--- src/rtl/hb3_pkg.sv ---
`timescale 1ns/1ps
package hb3_pkg;
  typedef enum logic [1:0] {
    LVL_ZERO = 2'b00,
    LVL_POS  = 2'b01,
    LVL_NEG  = 2'b11
  } lvl_t;

  // a_hi: leg A high side on; b_lo: leg B low side on
  function automatic lvl_t lvl_decode(input logic a_hi, input logic b_lo);
    if (a_hi && b_lo)        return LVL_POS;
    else if (!a_hi && !b_lo) return LVL_NEG;
    else                     return LVL_ZERO;
  endfunction
endpackage

--- src/rtl/hb3_period_timer.sv ---
`timescale 1ns/1ps
module hb3_period_timer #(
  parameter int CNT_W   = 16,
  parameter int MIN_PER = 4
) (
  input  logic             clk,
  input  logic             rst,
  input  logic             en,
  input  logic [CNT_W-1:0] period,
  output logic [CNT_W-1:0] cnt,
  output logic [CNT_W-1:0] per_eff
);
  localparam logic [CNT_W-1:0] MIN_P = CNT_W'(MIN_PER);
  localparam logic [CNT_W-1:0] ONE   = CNT_W'(1);

  always_comb per_eff = (period < MIN_P) ? MIN_P : period;

  always_ff @(posedge clk) begin
    if (rst || !en)                 cnt <= '0;
    else if (cnt >= per_eff - ONE)  cnt <= '0;
    else                            cnt <= cnt + ONE;
  end

  // a count at or past the last slot returns to zero
  assert_wrap_R8: assert property (@(posedge clk) disable iff (rst)
    (en && (cnt >= per_eff - ONE)) |=> (cnt == '0));

  // an idle cycle leaves the count at zero for the restart
  assert_restart_R6: assert property (@(posedge clk) disable iff (rst)
    (!en) |=> (cnt == '0));
endmodule

--- src/rtl/hb3_phase_gen.sv ---
`timescale 1ns/1ps
module hb3_phase_gen #(
  parameter int CNT_W = 16
) (
  input  logic [CNT_W-1:0] cnt,
  input  logic [CNT_W-1:0] per_eff,
  output logic             wave_a,
  output logic             wave_b
);
  logic [CNT_W-1:0] half_p;
  logic [CNT_W-1:0] quart_p;
  logic [CNT_W:0]   end_b;

  always_comb begin
    half_p  = per_eff >> 1;
    quart_p = per_eff >> 2;
    end_b   = {1'b0, quart_p} + {1'b0, half_p};
    wave_a  = (cnt < half_p);
    wave_b  = (cnt >= quart_p) && ({1'b0, cnt} < end_b);
  end
endmodule

--- src/rtl/hb3_leg_drive.sv ---
`timescale 1ns/1ps
module hb3_leg_drive (
  input  logic clk,
  input  logic rst,
  input  logic run,
  input  logic hi_req,
  output logic hi_on,
  output logic lo_on
);
  always_ff @(posedge clk) begin
    if (rst || !run) begin
      hi_on <= 1'b0;
      lo_on <= 1'b1;
    end else begin
      hi_on <= hi_req;
      lo_on <= !hi_req;
    end
  end

  // the two switches of one leg are never on together or off together
  assert_leg_comp_R3: assert property (@(posedge clk) disable iff (rst)
    1'b1 |=> (hi_on != lo_on));
endmodule

--- src/rtl/hb3_gate_seq.sv ---
`timescale 1ns/1ps
module hb3_gate_seq #(
  parameter int CNT_W = 16
) (
  input  logic             clk,
  input  logic             rst,
  input  logic             en,
  input  logic [CNT_W-1:0] period,
  output logic             gate_ah,
  output logic             gate_al,
  output logic             gate_bh,
  output logic             gate_bl,
  output logic [1:0]       level
);
  import hb3_pkg::*;

  localparam int NLEG = 2;

  logic [CNT_W-1:0] cnt;
  logic [CNT_W-1:0] per_eff;
  logic             wave_a;
  logic             wave_b;
  logic [NLEG-1:0]  hi_req;
  logic [NLEG-1:0]  hi_on;
  logic [NLEG-1:0]  lo_on;
  lvl_t             lvl_q;

  hb3_period_timer #(.CNT_W(CNT_W)) u_timer (
    .clk(clk), .rst(rst), .en(en), .period(period),
    .cnt(cnt), .per_eff(per_eff)
  );

  hb3_phase_gen #(.CNT_W(CNT_W)) u_phase (
    .cnt(cnt), .per_eff(per_eff), .wave_a(wave_a), .wave_b(wave_b)
  );

  // leg A high side follows wave_a; leg B low side follows the lagging wave
  always_comb hi_req = {!wave_b, wave_a};

  for (genvar g = 0; g < NLEG; g++) begin : g_leg
    hb3_leg_drive u_leg (
      .clk(clk), .rst(rst), .run(en), .hi_req(hi_req[g]),
      .hi_on(hi_on[g]), .lo_on(lo_on[g])
    );
  end

  always_ff @(posedge clk) begin
    if (rst || !en) lvl_q <= LVL_ZERO;
    else            lvl_q <= lvl_decode(wave_a, wave_b);
  end

  always_comb begin
    gate_ah = hi_on[0];
    gate_al = lo_on[0];
    gate_bh = hi_on[1];
    gate_bl = lo_on[1];
    level   = lvl_q;
  end

  // parked state after an idle cycle
  assert_idle_R5: assert property (@(posedge clk) disable iff (rst)
    (!en) |=> (!gate_ah && gate_al && !gate_bh && gate_bl && level == 2'b00));

  // the level code agrees with the switch pattern
  assert_lvl_pos_R4: assert property (@(posedge clk) disable iff (rst)
    (level == 2'b01) |-> (gate_ah && gate_bl));
  assert_lvl_neg_R4: assert property (@(posedge clk) disable iff (rst)
    (level == 2'b11) |-> (gate_bh && gate_al));
  assert_lvl_code_R4: assert property (@(posedge clk) disable iff (rst)
    (level != 2'b10));
endmodule

--- config.mk ---
export PLATFORM = sky130hd
export DESIGN_NAME = hb3_gate_seq
export DESIGN_NICKNAME = d
export VERILOG_FILES = /design/src/rtl/hb3_pkg.sv /design/src/rtl/hb3_period_timer.sv /design/src/rtl/hb3_phase_gen.sv /design/src/rtl/hb3_leg_drive.sv /design/src/rtl/hb3_gate_seq.sv
export SDC_FILE = /design/constraint.sdc
export NUM_CORES = 1
export LEC_CHECK = 0
export BUFFER_PORTS_ARGS = -buffer_cell sky130_fd_sc_hd__buf_2
export CAP_MARGIN = 25
export CORE_MARGIN = 3
export CORE_UTILIZATION = 25
export CTS_BUF_LIST = sky130_fd_sc_hd__clkbuf_16
export CTS_CLUSTER_SIZE = 10
export DETAILED_ROUTE_END_ITERATION = 8
export HOLD_SLACK_MARGIN = 0.12
export PLACE_DENSITY_LB_ADDON = 0.12
export RECOVER_POWER = 50
export SYNTH_ARGS = -nofsm -noshare
export SYNTH_HDL_FRONTEND = slang
export SYNTH_HIERARCHICAL = 1
export SYNTH_SLANG_ARGS = --single-unit
--- constraint.sdc ---
create_clock -name clk -period 13.4 [get_ports clk]
set_clock_uncertainty 0.2 [all_clocks]
set_input_delay 1.34 -clock clk [delete_from_list [all_inputs] [get_ports clk]]
set_output_delay 1.34 -clock clk [all_outputs]
set_load 0.02 [all_outputs]
==> report_table.html, run 1 <==
<table>
<tr><th>Metric</th><th>Value</th></tr>
<tr><th colspan="2">Detailed routing</th></tr>
<tr><td>Number of search-and-repair iterations in the first detailed-routing pass</td><td>4</td></tr>
<tr><td>Number of vias per cell after detailed routing</td><td>4.81</td></tr>
<tr><td>Antenna Nets Post-Route</td><td>0</td></tr>
<tr><td>Initial DRC count</td><td>125</td></tr>
<tr><td>Number of DRC violations after detailed routing</td><td>0</td></tr>
<tr><td>Post-detailed-routing wire length</td><td>8860 microns</td></tr>
<tr><td>Average wire length per cell after detail routing</td><td>~16 microns</td></tr>
<tr><td>Via count</td><td>roughly 2,700</td></tr>
<tr><th colspan="2">Pwr</th></tr>
<tr><td>Total chip power</td><td>199 uW</td></tr>
<tr><td>Leak Pwr</td><td>approximately 1.6 nW</td></tr>
<tr><td>Power per unit of standard cell area</td><td>54.7 mW/mm^2</td></tr>
<tr><td>Worst vdd ir</td><td>0.0397 mV</td></tr>
<tr><th colspan="2">Floorplanning</th></tr>
<tr><td>Initial standard-cell utilization of the core</td><td>25.9%</td></tr>
<tr><td>Die width</td><td>121 microns</td></tr>
<tr><td>Die Footprint</td><td>approximately 0.015 sq mm</td></tr>
<tr><td>Placeable core area</td><td>0.0127 sq mm</td></tr>
<tr><td>Die span in y</td><td>121 microns</td></tr>
<tr><td>Number of rows created at floorplan</td><td>41</td></tr>
<tr><td>Number of top-level pins</td><td>25</td></tr>
<tr><th colspan="2">STA</th></tr>
<tr><td>Final hold vios</td><td>0</td></tr>
<tr><td>Total Neg Setup Slack</td><td>0 ns</td></tr>
<tr><td>Remaining max-slew budget at the tightest pin</td><td>35.3%</td></tr>
<tr><td>Min Clock Period, post-route</td><td>roughly 6.4 ns</td></tr>
<tr><td>RSZ-0062 raised after global routing</td><td>false</td></tr>
<tr><td>Fmax</td><td>roughly 160 MHz</td></tr>
<tr><td>Tightest Pin Transition</td><td>0.970 ns</td></tr>
<tr><td>Count of final max-slew check failures</td><td>0</td></tr>
<tr><td>Share of the clock period used by the worst path after layout</td><td>48.1%</td></tr>
<tr><td>Total of endpoints with negative setup slack in the final report</td><td>0</td></tr>
<tr><th colspan="2">Clock network</th></tr>
<tr><td>Number of CTS-inserted buffers</td><td>3</td></tr>
<tr><td>Post-cts repair resize count</td><td>0</td></tr>
<tr><td>Clk sink count</td><td>22</td></tr>
<tr><td>Worst skew pair latency</td><td>0.25 ns</td></tr>
<tr><td>Post-CTS repair timing setup buffer count</td><td>0</td></tr>
<tr><td>Total of hold buffers inserted after clock tree synthesis</td><td>0</td></tr>
<tr><td>TritonCTS clock tree</td><td>done</td></tr>
<tr><td>Clock Root Buffer</td><td>sky130_fd_sc_hd__clkbuf_16</td></tr>
<tr><td>Clock Path Buffers</td><td>2</td></tr>
<tr><td>H-tree depth</td><td>1</td></tr>
<tr><td>Clock slew at reported path FFs</td><td>about 0.060 ns</td></tr>
<tr><th colspan="2">Flow run</th></tr>
<tr><td>MaxCap Viol Count</td><td>0</td></tr>
<tr><th colspan="2">Finish</th></tr>
<tr><td>Post-synthesis to final-layout area growth</td><td>10.3%</td></tr>
<tr><td>Layout filler cell count</td><td>between 1,000 and 1,500</td></tr>
<tr><td>Footprint of the multi-input gates</td><td>0.00267 sq mm</td></tr>
<tr><td>Sequential cell area</td><td>approximately 440 sq um</td></tr>
<tr><td>Antenna Cells</td><td>0</td></tr>
<tr><td>Fraction of final layout cells with drive strength greater than 1</td><td>10.3%</td></tr>
<tr><td>Final-stage net count</td><td>499</td></tr>
<tr><th colspan="2">Yosys</th></tr>
<tr><td>Warnings from Yosys</td><td>6</td></tr>
<tr><td>Post-Syn Area per Cell</td><td>8.57 sq um</td></tr>
<tr><td>Gate count after technology mapping</td><td>between 300 and 400</td></tr>
<tr><td>Cell Area, Synth</td><td>between 0.003 and 0.004 sq mm</td></tr>
<tr><td>Mapped Nets</td><td>483</td></tr>
<tr><th colspan="2">GRT</th></tr>
<tr><td>Global route total overflow</td><td>0</td></tr>
<tr><td>Largest net degree at the start of global routing</td><td>17</td></tr>
<tr><td>Via count of the first global-routing pass</td><td>2,814</td></tr>
<tr><td>First-pass GRT wire length</td><td>between 10,000 and 15,000 microns</td></tr>
<tr><td>Total global-route track usage</td><td>12.8%</td></tr>
<tr><td>Number of antenna violations at the first check in global routing</td><td>0</td></tr>
<tr><th colspan="2">Setup path</th></tr>
<tr><td>Worst setup path class</td><td>input pin to flop</td></tr>
<tr><td>Crit path DAT</td><td>6.42 ns</td></tr>
<tr><td>Maximum fanout count along the critical path</td><td>7</td></tr>
<tr><td>Worst endpoint required time</td><td>13.38 ns</td></tr>
<tr><td>Kind of start point of the critical path</td><td>input pin</td></tr>
<tr><td>Endpoint class of the critical path</td><td>flop</td></tr>
<tr><th colspan="2">Placed design</th></tr>
<tr><td>Routability cong.</td><td>roughly 0.76</td></tr>
<tr><td>Port buffer count</td><td>24</td></tr>
<tr><td>Post-detailed-placement half-perimeter wirelength</td><td>7300 microns</td></tr>
<tr><th colspan="2">Min path</th></tr>
<tr><td>Hold crit path type</td><td>flop to flop</td></tr>
<tr><th colspan="2">Run status</th></tr>
<tr><td>Outcome</td><td>completed</td></tr>
</table>
where the power goes:
group / switching (mW) / total [mW] / internal (mW)
Combinational: 0.0395 / 0.0683 / 0.0288
Sequential: 0.000869 / 0.0672 / 0.0663
Clock: 0.0237 / 0.0632 / 0.0394
per-layer routing:
| metal | routed length, microns | track usage (%) | vias up |
|---|---|---|---|
| li1 | - | - | 1456 |
| met1 | 4520 | 17.8 | 1250 |
| met2 | 4040 | 21.9 | 32 |
| met3 | 277 | 1.73 | 2 |
| met4 | 25 | 0.850 | 0 |
| met5 | 0 | 0 | - |
cell type report:
cell class                      count  area share, %
Inverter                           26           2.69
Tap cell                          172           5.93
Multi-Input combinational cell    320           73.6
Timing Repair Buffer               27           3.58
Sequential cell                    22           12.1
Clock buffer                        3           2.07
worst max-delay path: stages:
cell and delay, ns:
sky130_fd_sc_hd__clkbuf_1 0.16, sky130_fd_sc_hd__nor4_1 0.60, sky130_fd_sc_hd__and3_1 0.35, sky130_fd_sc_hd__nand3b_1 0.14, sky130_fd_sc_hd__and2_1 0.21, sky130_fd_sc_hd__ha_1 0.23
sky130_fd_sc_hd__fa_1 0.42, sky130_fd_sc_hd__a211oi_1 0.36, sky130_fd_sc_hd__o21ai_1 0.13, sky130_fd_sc_hd__a31o_2 0.27, sky130_fd_sc_hd__a21oi_1 0.22, sky130_fd_sc_hd__o41ai_1 0.13
sky130_fd_sc_hd__xnor2_1 0.14, sky130_fd_sc_hd__ha_1 0.29, sky130_fd_sc_hd__nand4_1 0.12, sky130_fd_sc_hd__nor2_1 0.08, sky130_fd_sc_hd__a21oi_1 0.15, sky130_fd_sc_hd__o211ai_1 0.11
sky130_fd_sc_hd__a311oi_1 0.37, sky130_fd_sc_hd__inv_1 0.13, sky130_fd_sc_hd__ha_1 0.29, sky130_fd_sc_hd__nor3b_1 0.16
cells in the final DEF (no fill, tap or decap), types with 3 or more instances in the layout:
cell type,instances
sky130_fd_sc_hd__xnor2_1,27
sky130_fd_sc_hd__nor2b_1,5
sky130_fd_sc_hd__o21ai_0,10
sky130_fd_sc_hd__a21oi_1,26
sky130_fd_sc_hd__a211oi_1,5
sky130_fd_sc_hd__dfxtp_1,22
sky130_fd_sc_hd__o211ai_1,5
sky130_fd_sc_hd__a21o_1,15
sky130_fd_sc_hd__nand3b_1,5
sky130_fd_sc_hd__clkbuf_1,8
sky130_fd_sc_hd__clkbuf_16,3
sky130_fd_sc_hd__ha_1,79
sky130_fd_sc_hd__xor2_1,10
sky130_fd_sc_hd__buf_2,17
sky130_fd_sc_hd__nor3_1,12
sky130_fd_sc_hd__nand2_1,14
sky130_fd_sc_hd__nor4_2,9
sky130_fd_sc_hd__nand4_1,8
sky130_fd_sc_hd__nand3_1,11
sky130_fd_sc_hd__nor4_1,13
sky130_fd_sc_hd__inv_1,26
sky130_fd_sc_hd__and2_1,3
sky130_fd_sc_hd__nor2_1,20
sky130_fd_sc_hd__nand2b_1,4
final timing paths:
kind	start	endpoint	slack, ns	cells after the start
max	period[12]	level[0]$_SDFF_PP0_	6.96	22
min reg2reg	u_timer/cnt[0]$_SDFF_PP0_	u_timer/cnt[0]$_SDFF_PP0_	0.43	1
max reg2reg	u_timer/cnt[0]$_SDFF_PP0_	level[0]$_SDFF_PP0_	10.45	11
min	u_timer/cnt[0]$_SDFF_PP0_	u_timer/cnt[0]$_SDFF_PP0_	0.43	1
sequential cells by signal, indices dropped and copies added (netlist names):
signal	count
g_leg.u_leg/lo_on	2
g_leg.u_leg/hi_on	2
u_timer/cnt	16
level	2
stage by stage:
| stage | worst slack (ns) | hold slack, ns | utilization, % | cell area [sq um] | cells |
|---|---|---|---|---|---|
| after floorplan | 7.78 | 0.312 | - | 3290 | 384 |
| final | 6.96 | 0.435 | 28.5 | 3630 | 570 |
| after detailed placement | 6.75 | 0.438 | 28.1 | 3570 | 567 |
| after global routing | 6.39 | 0.519 | 28.5 | 3630 | 570 |
| after global placement | 6.94 | 0.449 | 28.1 | 3570 | 567 |
| after CTS | 6.96 | 0.448 | 28.7 | 3650 | 570 |
(Power assumes the default switching activity.)
==> run 2, diff against run 1 <==
==> constraint.sdc (replaced) <==
create_clock -name clk -period 5.9 [get_ports clk]
set_clock_uncertainty 0.2 [all_clocks]
set_input_delay 0.59 -clock clk [delete_from_list [all_inputs] [get_ports clk]]
set_output_delay 0.59 -clock clk [all_outputs]
set_load 0.02 [all_outputs]
==> report_table.html, run 2 (same netlist as run 1, synthesis figures left out) <==
<table>
<tr><th>Metric</th><th>Value</th></tr>
<tr><th colspan="2">GRT</th></tr>
<tr><td>Largest net degree at the start of global routing</td><td>17 (unchanged)</td></tr>
<tr><td>Total global-route track usage</td><td>12.8% (+0.077 points)</td></tr>
<tr><td>Number of antenna violations at the first check in global routing</td><td>0 (unchanged)</td></tr>
<tr><td>Global route total overflow</td><td>0 (unchanged)</td></tr>
<tr><td>Via count of the first global-routing pass</td><td>2,828 (+0.50%)</td></tr>
<tr><td>First-pass GRT wire length</td><td>15,100 microns (+0.79%)</td></tr>
<tr><th colspan="2">Detailed routing</th></tr>
<tr><td>Average wire length per cell after detail routing</td><td>15.4 microns (-0.71%)</td></tr>
<tr><td>Post-detailed-routing wire length</td><td>8860 microns (about the same)</td></tr>
<tr><td>Via count</td><td>2,782 (+1.5%)</td></tr>
<tr><td>Number of search-and-repair iterations in the first detailed-routing pass</td><td>5 (+1)</td></tr>
<tr><td>Initial DRC count</td><td>153 (+22%)</td></tr>
<tr><td>Number of vias per cell after detailed routing</td><td>4.85 (+0.83%)</td></tr>
<tr><td>Antenna Nets Post-Route</td><td>0 (unchanged)</td></tr>
<tr><td>Number of DRC violations after detailed routing</td><td>0 (unchanged)</td></tr>
<tr><th colspan="2">Setup path</th></tr>
<tr><td>Cell depth of the worst setup path</td><td>23 (+4.5%)</td></tr>
<tr><td>Critical R2R Launch</td><td>u_timer/cnt[0]$_SDFF_PP0_</td></tr>
<tr><td>CP top delay family</td><td>compound AO/OA/AOI/OAI gates</td></tr>
<tr><td>CP peak stage delay</td><td>0.42 ns (-0.18 ns)</td></tr>
<tr><td>Worst setup startpoint</td><td>period[12]</td></tr>
<tr><td>Worst endpoint required time</td><td>5.88 ns (-7.50 ns)</td></tr>
<tr><td>Worst Path Buf+Inv</td><td>3 (+1)</td></tr>
<tr><td>Maximum fanout count along the critical path</td><td>7 (unchanged)</td></tr>
<tr><td>Kind of start point of the critical path</td><td>input pin</td></tr>
<tr><td>Worst setup path class</td><td>input pin to flop</td></tr>
<tr><td>Critical Path Most Common Cell</td><td>sky130_fd_sc_hd__ha_1</td></tr>
<tr><td>Crit path DAT</td><td>5.31 ns (-1.11 ns)</td></tr>
<tr><td>Critical path cell sequence</td><td>buf_2 &gt; nor4_1 &gt; buf_4 &gt; and3_1 &gt; nand3b_1 &gt; and2_1 &gt; ha_1 &gt; fa_1 &gt; a211oi_1 &gt; o21ai_1 &gt; a31o_2 &gt; a21oi_1 &gt; o41ai_1 &gt; xnor2_1 &gt; ha_1 &gt; nand4_1 &gt; nor2_1 &gt; a21oi_1 &gt; o211ai_1 &gt; a311oi_1 &gt; inv_1 &gt; ha_1 &gt; nor3b_1</td></tr>
<tr><td>Endpoint class of the critical path</td><td>flop</td></tr>
<tr><td>Depth of the worst register-to-register path</td><td>11 (unchanged)</td></tr>
<tr><td>Master of the slowest instance on the critical path</td><td>sky130_fd_sc_hd__fa_1</td></tr>
<tr><th colspan="2">Finish</th></tr>
<tr><td>Final-stage net count</td><td>503 (+0.80%)</td></tr>
<tr><td>Reg with most FFs</td><td>u_timer/cnt</td></tr>
<tr><td>Antenna Cells</td><td>0 (unchanged)</td></tr>
<tr><td>Fraction of final layout cells with drive strength greater than 1</td><td>11.4% (+1.1 points)</td></tr>
<tr><td>Leading cell types in the layout, fill and taps excluded</td><td>sky130_fd_sc_hd__ha_1, sky130_fd_sc_hd__xnor2_1, sky130_fd_sc_hd__inv_1, sky130_fd_sc_hd__a21oi_1, sky130_fd_sc_hd__dfxtp_1</td></tr>
<tr><td>Number of flip-flops under the largest register name</td><td>16 (unchanged)</td></tr>
<tr><td>Post-synthesis to final-layout area growth</td><td>11.3%</td></tr>
<tr><td>Fraction of the core area covered by cells at the end of the flow</td><td>28.8% (+0.25 points)</td></tr>
<tr><td>Commonest non-fill, non-tap cell in the layout</td><td>sky130_fd_sc_hd__ha_1</td></tr>
<tr><th colspan="2">Clock network</th></tr>
<tr><td>Clock Path Buffers</td><td>2 (unchanged)</td></tr>
<tr><td>Number of CTS-inserted buffers</td><td>3 (unchanged)</td></tr>
<tr><td>Clock slew at reported path FFs</td><td>0.06 ns (about the same)</td></tr>
<tr><td>TritonCTS clock tree</td><td>done</td></tr>
<tr><td>Total of hold buffers inserted after clock tree synthesis</td><td>0 (unchanged)</td></tr>
<tr><td>Clock Root Buffer</td><td>sky130_fd_sc_hd__clkbuf_16</td></tr>
<tr><td>Worst skew pair latency</td><td>0.26 ns (about the same)</td></tr>
<tr><td>Post-cts repair resize count</td><td>0 (unchanged)</td></tr>
<tr><td>H-tree depth</td><td>1 (unchanged)</td></tr>
<tr><td>Clk sink count</td><td>22 (unchanged)</td></tr>
<tr><td>Post-CTS repair timing setup buffer count</td><td>0 (unchanged)</td></tr>
<tr><th colspan="2">STA</th></tr>
<tr><td>Total Neg Setup Slack</td><td>0 ns (unchanged)</td></tr>
<tr><td>Remaining max-slew budget at the tightest pin</td><td>32.7% (-2.6 points)</td></tr>
<tr><td>Share of the clock period used by the worst path after layout</td><td>90.3%</td></tr>
<tr><td>Min Clock Period, post-route</td><td>between 5 and 6 ns</td></tr>
<tr><td>Final hold vios</td><td>0 (unchanged)</td></tr>
<tr><td>Tightest Pin Transition</td><td>1.01 ns (+0.0395 ns)</td></tr>
<tr><td>Fmax</td><td>188 MHz</td></tr>
<tr><td>Count of final max-slew check failures</td><td>0 (unchanged)</td></tr>
<tr><td>Total of endpoints with negative setup slack in the final report</td><td>0 (unchanged)</td></tr>
<tr><td>RSZ-0062 raised after global routing</td><td>false</td></tr>
<tr><th colspan="2">Floorplanning</th></tr>
<tr><td>Number of rows created at floorplan</td><td>41 (unchanged)</td></tr>
<tr><td>Die width</td><td>121 microns (unchanged)</td></tr>
<tr><td>Die span in y</td><td>121 microns (unchanged)</td></tr>
<tr><td>Number of top-level pins</td><td>25 (unchanged)</td></tr>
<tr><td>Placeable core area</td><td>0.0127 sq mm (unchanged)</td></tr>
<tr><td>Initial standard-cell utilization of the core</td><td>25.9% (unchanged)</td></tr>
<tr><td>Die Footprint</td><td>0.0146 sq mm (unchanged)</td></tr>
<tr><th colspan="2">Run status</th></tr>
<tr><td>Outcome</td><td>completed</td></tr>
<tr><th colspan="2">Min path</th></tr>
<tr><td>Launch instance of the worst min-delay path</td><td>en</td></tr>
<tr><td>Cell count of the worst hold path</td><td>2 (+1)</td></tr>
<tr><td>Hold crit path type</td><td>input pin to flop</td></tr>
<tr><th colspan="2">Placed design</th></tr>
<tr><td>Routability cong.</td><td>0.759 (-0.56%)</td></tr>
<tr><td>Post-detailed-placement half-perimeter wirelength</td><td>7290 microns (-0.11%)</td></tr>
<tr><td>Port buffer count</td><td>24 (unchanged)</td></tr>
<tr><th colspan="2">Flow run</th></tr>
<tr><td>MaxCap Viol Count</td><td>0 (unchanged)</td></tr>
<tr><th colspan="2">Pwr</th></tr>
<tr><td>Worst vdd ir</td><td>0.0851 mV (+110%)</td></tr>
<tr><td>Power per unit of standard cell area</td><td>125 mW/mm^2 (+130%)</td></tr>
<tr><td>Leak Pwr</td><td>1.62 nW (+1.5%)</td></tr>
</table>
## run 2: cell types whose count changed in the layout (fill, tap and decap cells not counted), sizes merged
cell    before  now
buf         19   24
clkbuf      11   10
## run 2: report_power, final
group / internal (mW) / switching, mW
combinational: 0.0669 / 0.0890
sequential: 0.151 / 0.00215
clock: 0.0898 / 0.0584
total: 0.307 / 0.150
## run 2: per-layer routing
metal | vias up | track usage (%) | share of wire [%]
met5 | - | 0 | 0
met2 | 45 | 21.6 | 44
met4 | 0 | 1.63 | 0.86
met1 | 1264 | 17.8 | 51
li1 | 1466 | - | -
met3 | 7 | 2.06 | 3.9
## run 2: layout make-up
cell class,count,area (sq um)
clock buffers,3,75.1
fillers,1425,9060
inverters,26,97.6
multi-input cells,320,2670
flip-flops and latches,22,440
well taps,172,215
repair buffers,31,161
## run 2: worst paths after layout
kind | to | slack (ns)
hold reg to reg | u_timer/cnt[0]$_SDFF_PP0_ | 0.44
setup reg to reg | level[0]$_SDFF_PP0_ | 2.97
setup / recovery | level[0]$_SDFF_PP0_ | 0.57
hold / removal | g_leg[0].u_leg/lo_on$_SDFF_PP1_ | 0.38
## run 2: worst reg2reg max path, cell delays in order (launching register included)
cell and delay, ns:
sky130_fd_sc_hd__dfxtp_1 0.50, sky130_fd_sc_hd__inv_1 0.12, sky130_fd_sc_hd__ha_1 0.29, sky130_fd_sc_hd__nand2b_1 0.12
sky130_fd_sc_hd__a21o_1 0.14, sky130_fd_sc_hd__a211oi_1 0.07, sky130_fd_sc_hd__o21ai_0 0.19, sky130_fd_sc_hd__o311ai_0 0.24
sky130_fd_sc_hd__a311oi_1 0.41, sky130_fd_sc_hd__inv_1 0.13, sky130_fd_sc_hd__ha_1 0.29, sky130_fd_sc_hd__nor3b_1 0.15
## run 2: metrics by stage
step	instance area (sq um)	hold WS [ns]	total power, mW	std cells	setup WS [ns]
after global placement	3600	0.456	0.314	571	0.392
after global routing	3660	0.376	0.493	574	0.0175
after detailed placement	3600	0.440	0.313	571	0.312
after CTS	3680	0.378	0.464	574	0.558
final	3660	0.376	0.457	574	0.573
after floorplan	3290	0.312	0.271	384	1.03
==> run 3, diff against run 2 <==
--- a/config.mk
+++ b/config.mk
@@ -8,7 +8,7 @@
 export BUFFER_PORTS_ARGS = -buffer_cell sky130_fd_sc_hd__buf_2
 export CAP_MARGIN = 25
 export CORE_MARGIN = 3
-export CORE_UTILIZATION = 25
+export CORE_UTILIZATION = 43
 export CTS_BUF_LIST = sky130_fd_sc_hd__clkbuf_16
 export CTS_CLUSTER_SIZE = 10
 export DETAILED_ROUTE_END_ITERATION = 8
==> report_table.html, run 3 (same netlist as run 1, synthesis figures left out) <==
<table>
<tr><th>Metric</th><th>Value</th></tr>
<tr><th colspan="2">Run status</th></tr>
<tr><td>Outcome</td><td>completed</td></tr>
<tr><th colspan="2">Pwr</th></tr>
<tr><td>Worst vdd ir</td><td>0.0765 mV (-10%)</td></tr>
<tr><td>Power per unit of standard cell area</td><td>127 mW/mm^2 (+1.9%)</td></tr>
<tr><td>Leak Pwr</td><td>1.61 nW (-0.76%)</td></tr>
<tr><th colspan="2">Setup path</th></tr>
<tr><td>Kind of start point of the critical path</td><td>input pin</td></tr>
<tr><td>Crit path DAT</td><td>5.35 ns (+0.04 ns)</td></tr>
<tr><td>Worst endpoint required time</td><td>5.88 ns (about the same)</td></tr>
<tr><td>Endpoint class of the critical path</td><td>flop</td></tr>
<tr><td>Maximum fanout count along the critical path</td><td>7 (unchanged)</td></tr>
<tr><td>Worst setup path class</td><td>input pin to flop</td></tr>
<tr><th colspan="2">Floorplanning</th></tr>
<tr><td>Initial standard-cell utilization of the core</td><td>44.9% (+19 points)</td></tr>
<tr><td>Placeable core area</td><td>0.00733 sq mm (-42%)</td></tr>
<tr><td>Die span in y</td><td>93.5 microns (-23%)</td></tr>
<tr><td>Die Footprint</td><td>0.00874 sq mm (-40%)</td></tr>
<tr><td>Number of rows created at floorplan</td><td>31 (-24%)</td></tr>
<tr><td>Number of top-level pins</td><td>25 (unchanged)</td></tr>
<tr><td>Die width</td><td>93.5 microns (-23%)</td></tr>
<tr><th colspan="2">Finish</th></tr>
<tr><td>Number of flip-flops under the largest register name</td><td>16 (unchanged)</td></tr>
<tr><td>Reg with most FFs</td><td>u_timer/cnt</td></tr>
<tr><td>Final-stage net count</td><td>501 (-0.40%)</td></tr>
<tr><td>Sequential cell area</td><td>440 sq um (unchanged)</td></tr>
<tr><td>Layout filler cell count</td><td>750 (-47%)</td></tr>
<tr><td>Footprint of the multi-input gates</td><td>0.00267 sq mm (unchanged)</td></tr>
<tr><td>Antenna Cells</td><td>0 (unchanged)</td></tr>
<tr><td>Commonest non-fill, non-tap cell in the layout</td><td>sky130_fd_sc_hd__ha_1</td></tr>
<tr><td>Final std cells w/o fill</td><td>500 (-13%)</td></tr>
<tr><td>Leading cell types in the layout, fill and taps excluded</td><td>sky130_fd_sc_hd__ha_1, sky130_fd_sc_hd__xnor2_1, sky130_fd_sc_hd__inv_1, sky130_fd_sc_hd__a21oi_1, sky130_fd_sc_hd__dfxtp_1</td></tr>
<tr><td>Fraction of the core area covered by cells at the end of the flow</td><td>48.5% (+20 points)</td></tr>
<tr><td>Fraction of final layout cells with drive strength greater than 1</td><td>10.7% (-0.72 points)</td></tr>
<tr><td>Post-synthesis to final-layout area growth</td><td>8.10%</td></tr>
<tr><th colspan="2">Placed design</th></tr>
<tr><td>Cell count after placement</td><td>496 (-13%)</td></tr>
<tr><td>Post-detailed-placement half-perimeter wirelength</td><td>6520 microns (-11%)</td></tr>
<tr><td>Port buffer count</td><td>24 (unchanged)</td></tr>
<tr><td>Routability cong.</td><td>0.791 (+4.2%)</td></tr>
<tr><td>Dpl ws</td><td>0.232 ns (-0.0798 ns)</td></tr>
<tr><th colspan="2">STA</th></tr>
<tr><td>Post-route worst setup slack</td><td>0.526 ns (-0.0477 ns)</td></tr>
<tr><td>Count of final max-slew check failures</td><td>0 (unchanged)</td></tr>
<tr><td>Remaining max-slew budget at the tightest pin</td><td>40.1% (+7.3 points)</td></tr>
<tr><td>Total Neg Setup Slack</td><td>0 ns (unchanged)</td></tr>
<tr><td>Worst Hold Margin</td><td>0.372 ns (-0.00368 ns)</td></tr>
<tr><td>RSZ-0062 raised after global routing</td><td>false</td></tr>
<tr><td>Fmax</td><td>186 MHz (-0.89%)</td></tr>
<tr><td>Share of the clock period used by the worst path after layout</td><td>91.1% (+0.81 points)</td></tr>
<tr><td>Final hold vios</td><td>0 (unchanged)</td></tr>
<tr><td>Total of endpoints with negative setup slack in the final report</td><td>0 (unchanged)</td></tr>
<tr><td>Tightest Pin Transition</td><td>0.899 ns (-0.110 ns)</td></tr>
<tr><td>Min Clock Period, post-route</td><td>5.37 ns (+0.0477 ns)</td></tr>
<tr><th colspan="2">Clock network</th></tr>
<tr><td>Post-CTS repair timing setup buffer count</td><td>0 (unchanged)</td></tr>
<tr><td>Worst skew pair latency</td><td>0.25 ns (about the same)</td></tr>
<tr><td>H-tree depth</td><td>1 (unchanged)</td></tr>
<tr><td>Number of CTS-inserted buffers</td><td>3 (unchanged)</td></tr>
<tr><td>Post-cts repair resize count</td><td>0 (unchanged)</td></tr>
<tr><td>Clock Path Buffers</td><td>2 (unchanged)</td></tr>
<tr><td>Clock slew at reported path FFs</td><td>0.06 ns (about the same)</td></tr>
<tr><td>TritonCTS clock tree</td><td>done</td></tr>
<tr><td>Clk sink count</td><td>22 (unchanged)</td></tr>
<tr><td>Clock Root Buffer</td><td>sky130_fd_sc_hd__clkbuf_16</td></tr>
<tr><td>Total of hold buffers inserted after clock tree synthesis</td><td>0 (unchanged)</td></tr>
<tr><th colspan="2">Detailed routing</th></tr>
<tr><td>Number of DRC violations after detailed routing</td><td>0 (unchanged)</td></tr>
<tr><td>Via count</td><td>2,771 (-0.40%)</td></tr>
<tr><td>Average wire length per cell after detail routing</td><td>15.9 microns (+3.3%)</td></tr>
<tr><td>Post-detailed-routing wire length</td><td>7970 microns (-10%)</td></tr>
<tr><td>Number of vias per cell after detailed routing</td><td>5.54 (+14%)</td></tr>
<tr><td>Number of search-and-repair iterations in the first detailed-routing pass</td><td>4 (-1)</td></tr>
<tr><td>Initial DRC count</td><td>98 (-36%)</td></tr>
<tr><td>Antenna Nets Post-Route</td><td>0 (unchanged)</td></tr>
<tr><th colspan="2">Flow run</th></tr>
<tr><td>MaxCap Viol Count</td><td>0 (unchanged)</td></tr>
<tr><th colspan="2">GRT</th></tr>
<tr><td>Total global-route track usage</td><td>19.5% (+6.7 points)</td></tr>
<tr><td>Global route total overflow</td><td>0 (unchanged)</td></tr>
<tr><td>Largest net degree at the start of global routing</td><td>17 (unchanged)</td></tr>
<tr><td>First-pass GRT wire length</td><td>13,900 microns (-8.2%)</td></tr>
<tr><td>Number of antenna violations at the first check in global routing</td><td>0 (unchanged)</td></tr>
<tr><td>Via count of the first global-routing pass</td><td>2,830 (+0.071%)</td></tr>
<tr><th colspan="2">Min path</th></tr>
<tr><td>Hold crit path type</td><td>input pin to flop</td></tr>
</table>
## run 3: worst max-delay path, stage by stage
cell and delay, ns:
sky130_fd_sc_hd__clkbuf_1 0.17, sky130_fd_sc_hd__nor4_2 0.42, sky130_fd_sc_hd__and3_1 0.29, sky130_fd_sc_hd__nand3b_1 0.13, sky130_fd_sc_hd__and2_1 0.20, sky130_fd_sc_hd__ha_1 0.22, sky130_fd_sc_hd__fa_1 0.42, sky130_fd_sc_hd__a211oi_1 0.33
sky130_fd_sc_hd__o21ai_1 0.13, sky130_fd_sc_hd__a31o_2 0.27, sky130_fd_sc_hd__a21oi_1 0.23, sky130_fd_sc_hd__o41ai_1 0.14, sky130_fd_sc_hd__xnor2_1 0.15, sky130_fd_sc_hd__ha_1 0.30, sky130_fd_sc_hd__nand4_1 0.12, sky130_fd_sc_hd__nor2_1 0.07
sky130_fd_sc_hd__a21oi_1 0.14, sky130_fd_sc_hd__o211ai_1 0.10, sky130_fd_sc_hd__a311oi_1 0.32, sky130_fd_sc_hd__inv_1 0.14, sky130_fd_sc_hd__ha_1 0.29, sky130_fd_sc_hd__nor3b_1 0.17
## run 3: where the power goes
| group | total (mW) | switching [mW] | internal (mW) |
|---|---|---|---|
| clock network | 0.146 | 0.0559 | 0.0905 |
| registers | 0.153 | 0.00199 | 0.151 |
| logic | 0.153 | 0.0872 | 0.0661 |
| total | 0.452 | 0.145 | 0.307 |
## run 3: per-stage QoR
stage          total power [mW]  area, sq um
6_report                  0.452         3560
5_1_grt                   0.485         3560
4_1_cts                   0.458         3580
3_5_place_dp              0.310         3500
3_3_place_gp              0.309         3500
2_1_floorplan             0.271         3290
## run 3: routing by layer
layer	vias to the layer above	GRT usage [%]	wire, microns
met5	-	0	0
met4	0	3.91	99
met3	7	2.90	271
met2	47	33.9	3690
met1	1257	25.4	3910
li1	1460	-	-
## run 3: cell type report
cell class	instances	share of cell area, %
Timing Repair Buffer	29	4.08
Clock buffer	3	2.11
Multi-Input combinational cell	320	75.1
Sequential cell	22	12.4
Tap cell	99	3.48
Clock inverter	1	0.105
Inverter	26	2.74
## run 3: worst paths after layout
kind	from	to	slack, ns	depth (start not counted)
max	period[12]	level[0]$_SDFF_PP0_	0.53	22
min	rst	level[0]$_SDFF_PP0_	0.37	2
max reg2reg	u_timer/cnt[0]$_SDFF_PP0_	level[0]$_SDFF_PP0_	3.01	11
min reg2reg	u_timer/cnt[0]$_SDFF_PP0_	u_timer/cnt[0]$_SDFF_PP0_	0.44	1
